## src/rtl/swt_pkg.sv

```systemverilog
package swt_pkg;

  // log2 of time-base clocks per period unit
  localparam int unsigned UNIT_LOG2 = 8;

  // shared control for prescaler and period counter
  typedef struct packed {
    logic restart;  // force count to zero
    logic run;      // advance when not restarting
  } swt_ctrl_t;

endpackage

```

## src/rtl/swt_prescaler.sv

```systemverilog
module swt_prescaler
  import swt_pkg::*;
#(
  parameter int unsigned DIV_LOG2 = UNIT_LOG2
) (
  input  logic      clk,
  input  swt_ctrl_t ctrl,
  output logic      tick
);

  localparam logic [DIV_LOG2-1:0] LAST = {DIV_LOG2{1'b1}};

  logic [DIV_LOG2-1:0] div_q;

  always_ff @(posedge clk) begin
    if (ctrl.restart) begin
      div_q <= '0;
    end else if (ctrl.run) begin
      div_q <= div_q + 1'b1;
    end
  end

  assign tick = ctrl.run && !ctrl.restart && (div_q == LAST);

endmodule

```

## src/rtl/swt_period_counter.sv

```systemverilog
module swt_period_counter
  import swt_pkg::*;
#(
  parameter int unsigned CNT_W = 16
) (
  input  logic             clk,
  input  swt_ctrl_t        ctrl,
  input  logic             tick,
  input  logic [CNT_W-1:0] period,
  output logic             expire
);

  logic [CNT_W-1:0] units_q;
  logic             at_end;

  assign at_end = (units_q == period - 1'b1);
  assign expire = tick && at_end;

  always_ff @(posedge clk) begin
    if (ctrl.restart) begin
      units_q <= '0;
    end else if (tick) begin
      if (at_end) begin
        units_q <= '0;
      end else begin
        units_q <= units_q + 1'b1;
      end
    end
  end

endmodule

```

## src/rtl/swt_irq_flag.sv

```systemverilog
module swt_irq_flag (
  input  logic clk,
  input  logic rst,
  input  logic set,
  input  logic clr,
  output logic flag
);

  always_ff @(posedge clk) begin
    if (rst) begin
      flag <= 1'b0;
    end else if (set) begin
      flag <= 1'b1;   // expiry wins over a same-cycle clear
    end else if (clr) begin
      flag <= 1'b0;
    end
  end

endmodule

```

## src/rtl/sw_period_timer.sv

```systemverilog
module sw_period_timer
  import swt_pkg::*;
#(
  parameter int unsigned PERIOD_W  = 16,
  parameter int unsigned DIV_LOG2  = UNIT_LOG2
) (
  input  logic                clk,
  input  logic                hard_rst,
  input  logic                soft_rst,
  input  logic                stop,
  input  logic                wr_en,
  input  logic [PERIOD_W-1:0] wr_data,
  output logic [PERIOD_W-1:0] rd_data,
  input  logic                irq_clr,
  output logic                irq_flag
);

  localparam logic [PERIOD_W-1:0] PERIOD_INIT = {PERIOD_W{1'b1}};

  logic [PERIOD_W-1:0] period_q;
  logic                armed_q;
  logic                zero_period;
  logic                tick_w;
  logic                expire_w;
  swt_ctrl_t           ctrl;

  // period register and first-write arming
  always_ff @(posedge clk) begin
    if (hard_rst) begin
      period_q <= PERIOD_INIT;
      armed_q  <= 1'b0;
    end else if (wr_en) begin
      period_q <= wr_data;
      armed_q  <= 1'b1;
    end
  end

  assign zero_period = (period_q == '0);

  always_comb begin
    ctrl.restart = hard_rst || soft_rst || stop || wr_en || !armed_q || zero_period;
    ctrl.run     = armed_q && !zero_period;
  end

  swt_prescaler #(
    .DIV_LOG2 (DIV_LOG2)
  ) u_div (
    .clk  (clk),
    .ctrl (ctrl),
    .tick (tick_w)
  );

  swt_period_counter #(
    .CNT_W (PERIOD_W)
  ) u_cnt (
    .clk    (clk),
    .ctrl   (ctrl),
    .tick   (tick_w),
    .period (period_q),
    .expire (expire_w)
  );

  swt_irq_flag u_flag (
    .clk  (clk),
    .rst  (hard_rst || soft_rst),
    .set  (expire_w),
    .clr  (irq_clr),
    .flag (irq_flag)
  );

  assign rd_data = period_q;

endmodule

```

## config.mk

```make
export PLATFORM = sky130hd
export DESIGN_NAME = sw_period_timer
export DESIGN_NICKNAME = d
export VERILOG_FILES = /design/src/rtl/swt_pkg.sv /design/src/rtl/swt_prescaler.sv /design/src/rtl/swt_period_counter.sv /design/src/rtl/swt_irq_flag.sv /design/src/rtl/sw_period_timer.sv
export SDC_FILE = /design/constraint.sdc
export NUM_CORES = 1
export LEC_CHECK = 0
export ABC_AREA = 1
export BUFFER_PORTS_ARGS = -buffer_cell sky130_fd_sc_hd__buf_2
export CORE_ASPECT_RATIO = 1.4
export CORE_MARGIN = 2
export CORE_UTILIZATION = 39
export CTS_CLUSTER_DIAMETER = 100
export DETAILED_ROUTE_END_ITERATION = 10
export PLACE_DENSITY_LB_ADDON = 0.05
export SLEW_MARGIN = 20
export SYNTH_ARGS = -nofsm -noshare
export SYNTH_HDL_FRONTEND = slang
export SYNTH_SLANG_ARGS = --single-unit
```

## constraint.sdc

```tcl
create_clock -name clk -period 2.7 [get_ports clk]
set_input_delay 0.27 -clock clk [delete_from_list [all_inputs] [get_ports clk]]
set_output_delay 0.27 -clock clk [all_outputs]
set_load 0.02 [all_outputs]
```

==> metrics.txt, run 1 <==
status=finished clean; post-detailed-placement cell area=roughly 0.0031 sq mm; GRT overflow=0; complex-gate fraction of the synthesized area=around a tenth; share of Yosys cell area claimed by the top area cell type=between 30% and 40%; share of the clock period used by the worst path=roughly 78%; ratio of total power to cell area=roughly 420 mW/mm^2; count of cell types in the netlist=35; input/output buffers=38; leakage dissipation=roughly 1.5 nW; Adder-Cell Fraction of Synth Area=under 10%; largest family of logic cells by synthesized area=simple AND/OR/NAND/NOR gates; number of buffers created by CTS=5; DRC marker count from the first detailed-route iteration=132; hold bufs inserted after CTS=0; I/O pin count=39; Horiz. Die Dim=around 75 um; Detail Route Antenna Nets=0; maximum frequency from static timing analysis=between 400 and 500 MHz; Synth async-reset ratio=0%; Routed Wire Length=roughly 7400 um; Max-Slew Margin vs Limit=around three fifths; final setup TNS=0 ns; Die Height=104 um; portion of netlist area occupied by mux cells=0%; hold_ws=roughly 0.18 ns; Clock Tree Root=sky130_fd_sc_hd__clkbuf_8; global-route wire length before repair=11800 um; Max rail drop VDD=about 0.00022 V; nature of the critical path endpoint=flop; first-pass iteration count of the detailed router=6; number of instances in the placed design=between 500 and 600; final cell count without fillers=580; number of nets in the synthesized netlist=468; Wirelength per Cell=between 10 and 15 um; main area contributors after synthesis=sky130_fd_sc_hd__dfxtp_1, sky130_fd_sc_hd__nand2_1, sky130_fd_sc_hd__inv_1; DRC viols=0; average via count per standard cell=about 4.8; post-cts repair resize count=0; clock input transition at the sequential cells of the worst setup and hold paths=0.09 ns; Post-Synth XOR/XNOR Area=around 5.3%; worst setup path category=flop to flop; CTS H-Tree Depth=2; Main synth FF type=sky130_fd_sc_hd__dfxtp_1; post-synthesis cell type with the largest combined area=sky130_fd_sc_hd__dfxtp_1; maximum buffer depth of the clock tree=2; path class of the lowest-slack min-delay path=input pin to flop; number of antenna violations at the first check in global routing=0; Final Hold Viols=0; area of the placeable core=around 0.0069 sq mm; Filler cells=800; top cells by count, synth=sky130_fd_sc_hd__nand2_1, sky130_fd_sc_hd__inv_1, sky130_fd_sc_hd__nor2_1; initial core utilization=approximately 40%; number of synthesized flops with an enable pin=0; YS warnings=0; number of global-route vias before repair=about 2600; Arrival @ worst endpoint=around 2.3 ns; leading cell type by number of instances after synthesis=sky130_fd_sc_hd__nand2_1; Area growth, synth to finish=14.7%; number of nets at the end of the flow=around 510; clock sink total=42; share of layout cells above drive strength 1=roughly 15%; hpwl dp=just under 6000 um; sequential-to-total area share from yosys stat=a little under a third; overall routing resource usage=roughly a fifth; Post-CTS Setup Repair Bufs=0; transition time of the tightest slew-check pin=around 0.6 ns; count of max-cap constraint violations=0; final estimated routing congestion in global placement=around 0.84; cell row count=36; pin count of the biggest net entering global routing=29; highest fanout seen on the critical path=14; Post-Synth Simple-Gate Area=approximately 43%; Clock Skews=0.00546 ns; total non-filler cell area in the finished layout=0.00320 sq mm; area of the die=about 0.008 sq mm; post-synthesis cell count=443; setup repair after global routing missed its margin=false; startpoint types=flop; count of vias placed by the detailed router=roughly 2800; antenna diode instance count=0; clock tree from TritonCTS=built; Clk Latency, worst-skew pair=~0.30 ns; required arrival time at the worst endpoint=roughly 2.9 ns; post-synthesis instance area=0.00279 sq mm; total setup violations reported at the end of the flow=0; flip-flop and latch count after synthesis=42; post-synthesis average cell area=6.29 sq um; clock period minus final worst setup slack=around 2.1 ns; Final Max Tran Viols=0
logic make-up after synthesis:
| group | Yosys count |
|---|---|
| flip-flops | 42 |
| AND/OR/NAND/NOR | 256 |
| adder cells (fa/ha/maj) | 3 |
| buffers and inverters | 74 |
| XOR/XNOR | 17 |
| AO/OA/AOI/OAI | 51 |
stage by stage:
step / setup slack [ns] / utilization, % / power, W
final: 0.582 / 46.1 / 0.00134
after global routing: 0.378 / 46.1 / 0.00141
after CTS: 0.580 / 46.1 / 0.00137
after detailed placement: 0.594 / 44.5 / 0.000845
after global placement: 0.668 / 44.5 / 0.000844
after floorplan: 0.747 / - / 0.000783
path summary, 6_finish.rpt:
kind / start / to / slack (ns) / depth (start not counted)
max: rd_data[0]$_SDFFE_PP1P_ / u_cnt.units_q[15]$_SDFFE_PP0P_ / 0.58 / 9
min: wr_data[8] / rd_data[8]$_SDFFE_PP1P_ / 0.18 / 3
max reg2reg: rd_data[0]$_SDFFE_PP1P_ / u_cnt.units_q[15]$_SDFFE_PP0P_ / 0.58 / 9
min reg2reg: u_div.div_q[0]$_SDFFE_PP0P_ / u_div.div_q[0]$_SDFFE_PP0P_ / 0.45 / 1
cells in the final DEF, fill, tap and decap left out, types with 5 or more instances in the layout:
master and instances:
sky130_fd_sc_hd__nor2_1 55, sky130_fd_sc_hd__xnor2_1 7, sky130_fd_sc_hd__dfxtp_1 42, sky130_fd_sc_hd__o21ai_0 21, sky130_fd_sc_hd__xor2_1 10, sky130_fd_sc_hd__nand2_1 123, sky130_fd_sc_hd__buf_2 38, sky130_fd_sc_hd__nor2_2 10
sky130_fd_sc_hd__a21oi_1 24, sky130_fd_sc_hd__nand4_1 9, sky130_fd_sc_hd__inv_1 66, sky130_fd_sc_hd__nand3_1 35, sky130_fd_sc_hd__clkbuf_8 5
metal layers:
metal  vias to the layer above  track usage, %  routed length, um
li1                       1471               -                  -
met1                      1273            23.5               3300
met2                        36            34.0               3780
met3                        11            3.29                148
met4                         0            6.14                148
met5                         -               0                  0
sequential cells by signal (all words and copies together), names as in the netlist:
register       count
armed_q            1
rd_data           16
u_cnt.units_q     16
u_div.div_q        8
u_flag.flag        1
critical path, stage by stage (launching register included):
cell and delay [ns]:
sky130_fd_sc_hd__dfxtp_1 0.33, sky130_fd_sc_hd__inv_1 0.13, sky130_fd_sc_hd__ha_1 0.32, sky130_fd_sc_hd__nand2_2 0.14, sky130_fd_sc_hd__nor2_4 0.15, sky130_fd_sc_hd__nand2_2 0.09
sky130_fd_sc_hd__nand2_4 0.19, sky130_fd_sc_hd__clkinv_1 0.31, sky130_fd_sc_hd__nand2_1 0.28, sky130_fd_sc_hd__nor2_1 0.07
power by group:
group | switching [W] | internal (W) | total [W]
clock | 0.000238 | 0.000276 | 0.000515
sequential | 0.0000253 | 0.000637 | 0.000662
combinational | 0.000106 | 0.0000616 | 0.000168
total | 0.000370 | 0.000975 | 0.00134
cell type report:
| class | count | area (sq um) | share of cell area, % |
|---|---|---|---|
| clock buffers | 6 | 72.6 | 2.27 |
| clock inverters | 2 | 37.5 | 1.17 |
| inverters | 68 | 255 | 7.99 |
| multi-input cells | 327 | 1670 | 52.1 |
| flip-flops and latches | 42 | 841 | 26.3 |
| well taps | 95 | 119 | 3.72 |
| repair buffers | 40 | 205 | 6.42 |
No activity file was read; power rests on OpenSTA's default activity.
==> run 2: changes to the inputs <==
==> constraint.sdc (replaced) <==
create_clock -name clk -period 2.2 [get_ports clk]
set_input_delay 0.22 -clock clk [delete_from_list [all_inputs] [get_ports clk]]
set_output_delay 0.22 -clock clk [all_outputs]
set_load 0.02 [all_outputs]
==> metrics.txt, run 2 (synthesis results as in run 1) <==
status=finished clean; Max rail drop VDD=0.000345 V (+60%); Clock Tree Root=sky130_fd_sc_hd__clkbuf_8; share of the clock period used by the worst path=93.3% (+15 points); commonest cells after routing, fill and taps aside=sky130_fd_sc_hd__nand2_1, sky130_fd_sc_hd__inv_1, sky130_fd_sc_hd__nor2_1, sky130_fd_sc_hd__dfxtp_1, sky130_fd_sc_hd__buf_2; required arrival time at the worst endpoint=2.41 ns (-0.48 ns); number of nets at the end of the flow=512 (+0.59%); average via count per standard cell=4.80 (-0.34%); Clk Latency, worst-skew pair=0.31 ns (about the same); final estimated routing congestion in global placement=0.817 (-3.2%); final cell count without fillers=583 (+0.52%); maximum frequency from static timing analysis=487 MHz (+3.1%); area of the die=0.00784 sq mm (unchanged); Filler cells=777 (-2.9%); cell row count=36 (unchanged); count of cells along the worst register-to-register path=11 (+2); clock period minus final worst setup slack=2.05 ns (-0.0643 ns); clock sink total=42 (unchanged); hold bufs inserted after CTS=0 (unchanged); initial core utilization=40.2% (unchanged); clock tree from TritonCTS=built; Routed Wire Length=7570 um (+2.7%); pin count of the biggest net entering global routing=29 (unchanged); number of antenna violations at the first check in global routing=0 (unchanged); ratio of total power to cell area=512 mW/mm^2 (+22%); area taken by flip-flops and latches=841 sq um (unchanged); Final Power=0.00167 W (+24%); worst reg2reg path startpoint=rd_data[0]$_SDFFE_PP1P_; share of layout cells above drive strength 1=16.6% (+1.1 points); Post-CTS Setup Repair Bufs=0 (unchanged); area of the placeable core=0.00694 sq mm (unchanged); startpoint types=flop; maximum buffer depth of the clock tree=2 (unchanged); nature of the critical path endpoint=flop; Arrival @ worst endpoint=2.27 ns (-0.04 ns); global-route wire length before repair=12000 um (+1.3%); input/output buffers=38 (unchanged); highest fanout seen on the critical path=7 (-7); total setup violations reported at the end of the flow=0 (unchanged); Max-Slew Margin vs Limit=72.1% (+12 points); hpwl dp=5920 um (+1.3%); Horiz. Die Dim=75.4 um (unchanged); DRC marker count from the first detailed-route iteration=78 (-41%); cell count of the worst hold path=3 (unchanged); leakage dissipation=1.56 nW (+1.0%); CTS H-Tree Depth=2 (unchanged); DRC viols=0 (unchanged); Wirelength per Cell=13.0 um (+2.2%); first-pass iteration count of the detailed router=5 (-1); transition time of the tightest slew-check pin=0.417 ns (-0.180 ns); number of global-route vias before repair=2605 (+1.6%); leading cell type in the layout, fill and taps excluded=sky130_fd_sc_hd__nand2_1; Area growth, synth to finish=16.8%; number of instances in the placed design=574 (+0.35%); reg2reg end=u_cnt.units_q[3]$_SDFFE_PP0P_; I/O pin count=39 (unchanged); number of buffers created by CTS=5 (unchanged); Detail Route Antenna Nets=0 (unchanged); post-cts repair resize count=0 (unchanged); Final Max Tran Viols=0 (unchanged); clock input transition at the sequential cells of the worst setup and hold paths=0.09 ns (about the same); overall routing resource usage=19.8% (+0.31 points); final setup TNS=0 ns (unchanged); total non-filler cell area in the finished layout=0.00325 sq mm (+1.8%); post-detailed-placement cell area=0.00310 sq mm (+0.49%); GRT overflow=0 (unchanged); Clock Skews=0.00832 ns (+0.00285 ns); startpoint of the lowest-slack hold path=wr_data[14]; worst setup path category=flop to flop; count of vias placed by the detailed router=2796 (+0.18%); Die Height=104 um (unchanged); path class of the lowest-slack min-delay path=input pin to flop; footprint of the multi-input gates=0.00170 sq mm (+2.3%); hold endpoint=rd_data[14]$_SDFFE_PP1P_; count of max-cap constraint violations=0 (unchanged); Final Hold Viols=0 (unchanged); setup slack, reg-to-reg=0.15 ns (-0.44 ns); antenna diode instance count=0 (unchanged); core utilization of the finished layout=46.9% (+0.81 points)
## run 2: cell count changes in the layout (fill, tap and decap cells not counted), sizes merged
cell and change:
nand4 +1, clkinvlp +1, buf +2, clkinv -1
## run 2: worst max-delay path by stage
stage / depth (start not counted) / from / to / slack (ns)
2_1_floorplan: 12 / rd_data[0]$_SDFFE_PP1P_ / u_cnt.units_q[14]$_SDFFE_PP0P_ / 0.25
3_3_place_gp: 9 / rd_data[0]$_SDFFE_PP1P_ / u_cnt.units_q[15]$_SDFFE_PP0P_ / 0.17
3_5_place_dp: 9 / rd_data[0]$_SDFFE_PP1P_ / u_cnt.units_q[15]$_SDFFE_PP0P_ / 0.11
4_1_cts: 9 / rd_data[0]$_SDFFE_PP1P_ / u_cnt.units_q[15]$_SDFFE_PP0P_ / 0.1
5_1_grt: 11 / rd_data[0]$_SDFFE_PP1P_ / u_cnt.units_q[11]$_SDFFE_PP0P_ / -0.02
6_report: 11 / rd_data[0]$_SDFFE_PP1P_ / u_cnt.units_q[3]$_SDFFE_PP0P_ / 0.15
## run 2: where the power goes
part           internal [W]  switching (W)  leakage [nW]
combinational     0.0000777       0.000133          1.17
sequential         0.000782      0.0000314         0.343
clock              0.000339       0.000303        0.0514
total               0.00120       0.000467          1.56
## run 2: area by class of cell
cell class	instances	share of cell area, %
inverters	68	7.96
flip-flops and latches	42	25.9
repair buffers	42	6.77
clock buffers	6	2.23
multi-input cells	328	52.4
well taps	95	3.66
clock inverters	2	1.15
## run 2: per-stage QoR
stage | hold slack (ns) | setup slack [ns]
floorplan | 0.320 | 0.247
global route | 0.124 | -0.0191
CTS | 0.116 | 0.0992
finish | 0.114 | 0.147
global placement | 0.432 | 0.168
detailed placement | 0.438 | 0.111
## run 2: critical path, cell delays in order (launching register included)
cell and delay, ns:
sky130_fd_sc_hd__dfxtp_1 0.32, sky130_fd_sc_hd__inv_1 0.17, sky130_fd_sc_hd__ha_4 0.21, sky130_fd_sc_hd__nand2_2 0.10, sky130_fd_sc_hd__nor2_4 0.14, sky130_fd_sc_hd__nand2_1 0.09, sky130_fd_sc_hd__nand3_1 0.10, sky130_fd_sc_hd__nand3_1 0.06
sky130_fd_sc_hd__nor2_1 0.34, sky130_fd_sc_hd__nand4_2 0.26, sky130_fd_sc_hd__nand3_1 0.12, sky130_fd_sc_hd__inv_1 0.04
## run 2: layer usage
| metal | vias to the layer above | part of all wire [%] | track usage [%] |
|---|---|---|---|
| met3 | 13 | 2.2 | 2.71 |
| met5 | - | 0 | 0 |
| met2 | 40 | 53 | 36.6 |
| met4 | 0 | 2.2 | 6.77 |
| met1 | 1264 | 43 | 22.1 |
| li1 | 1479 | - | - |
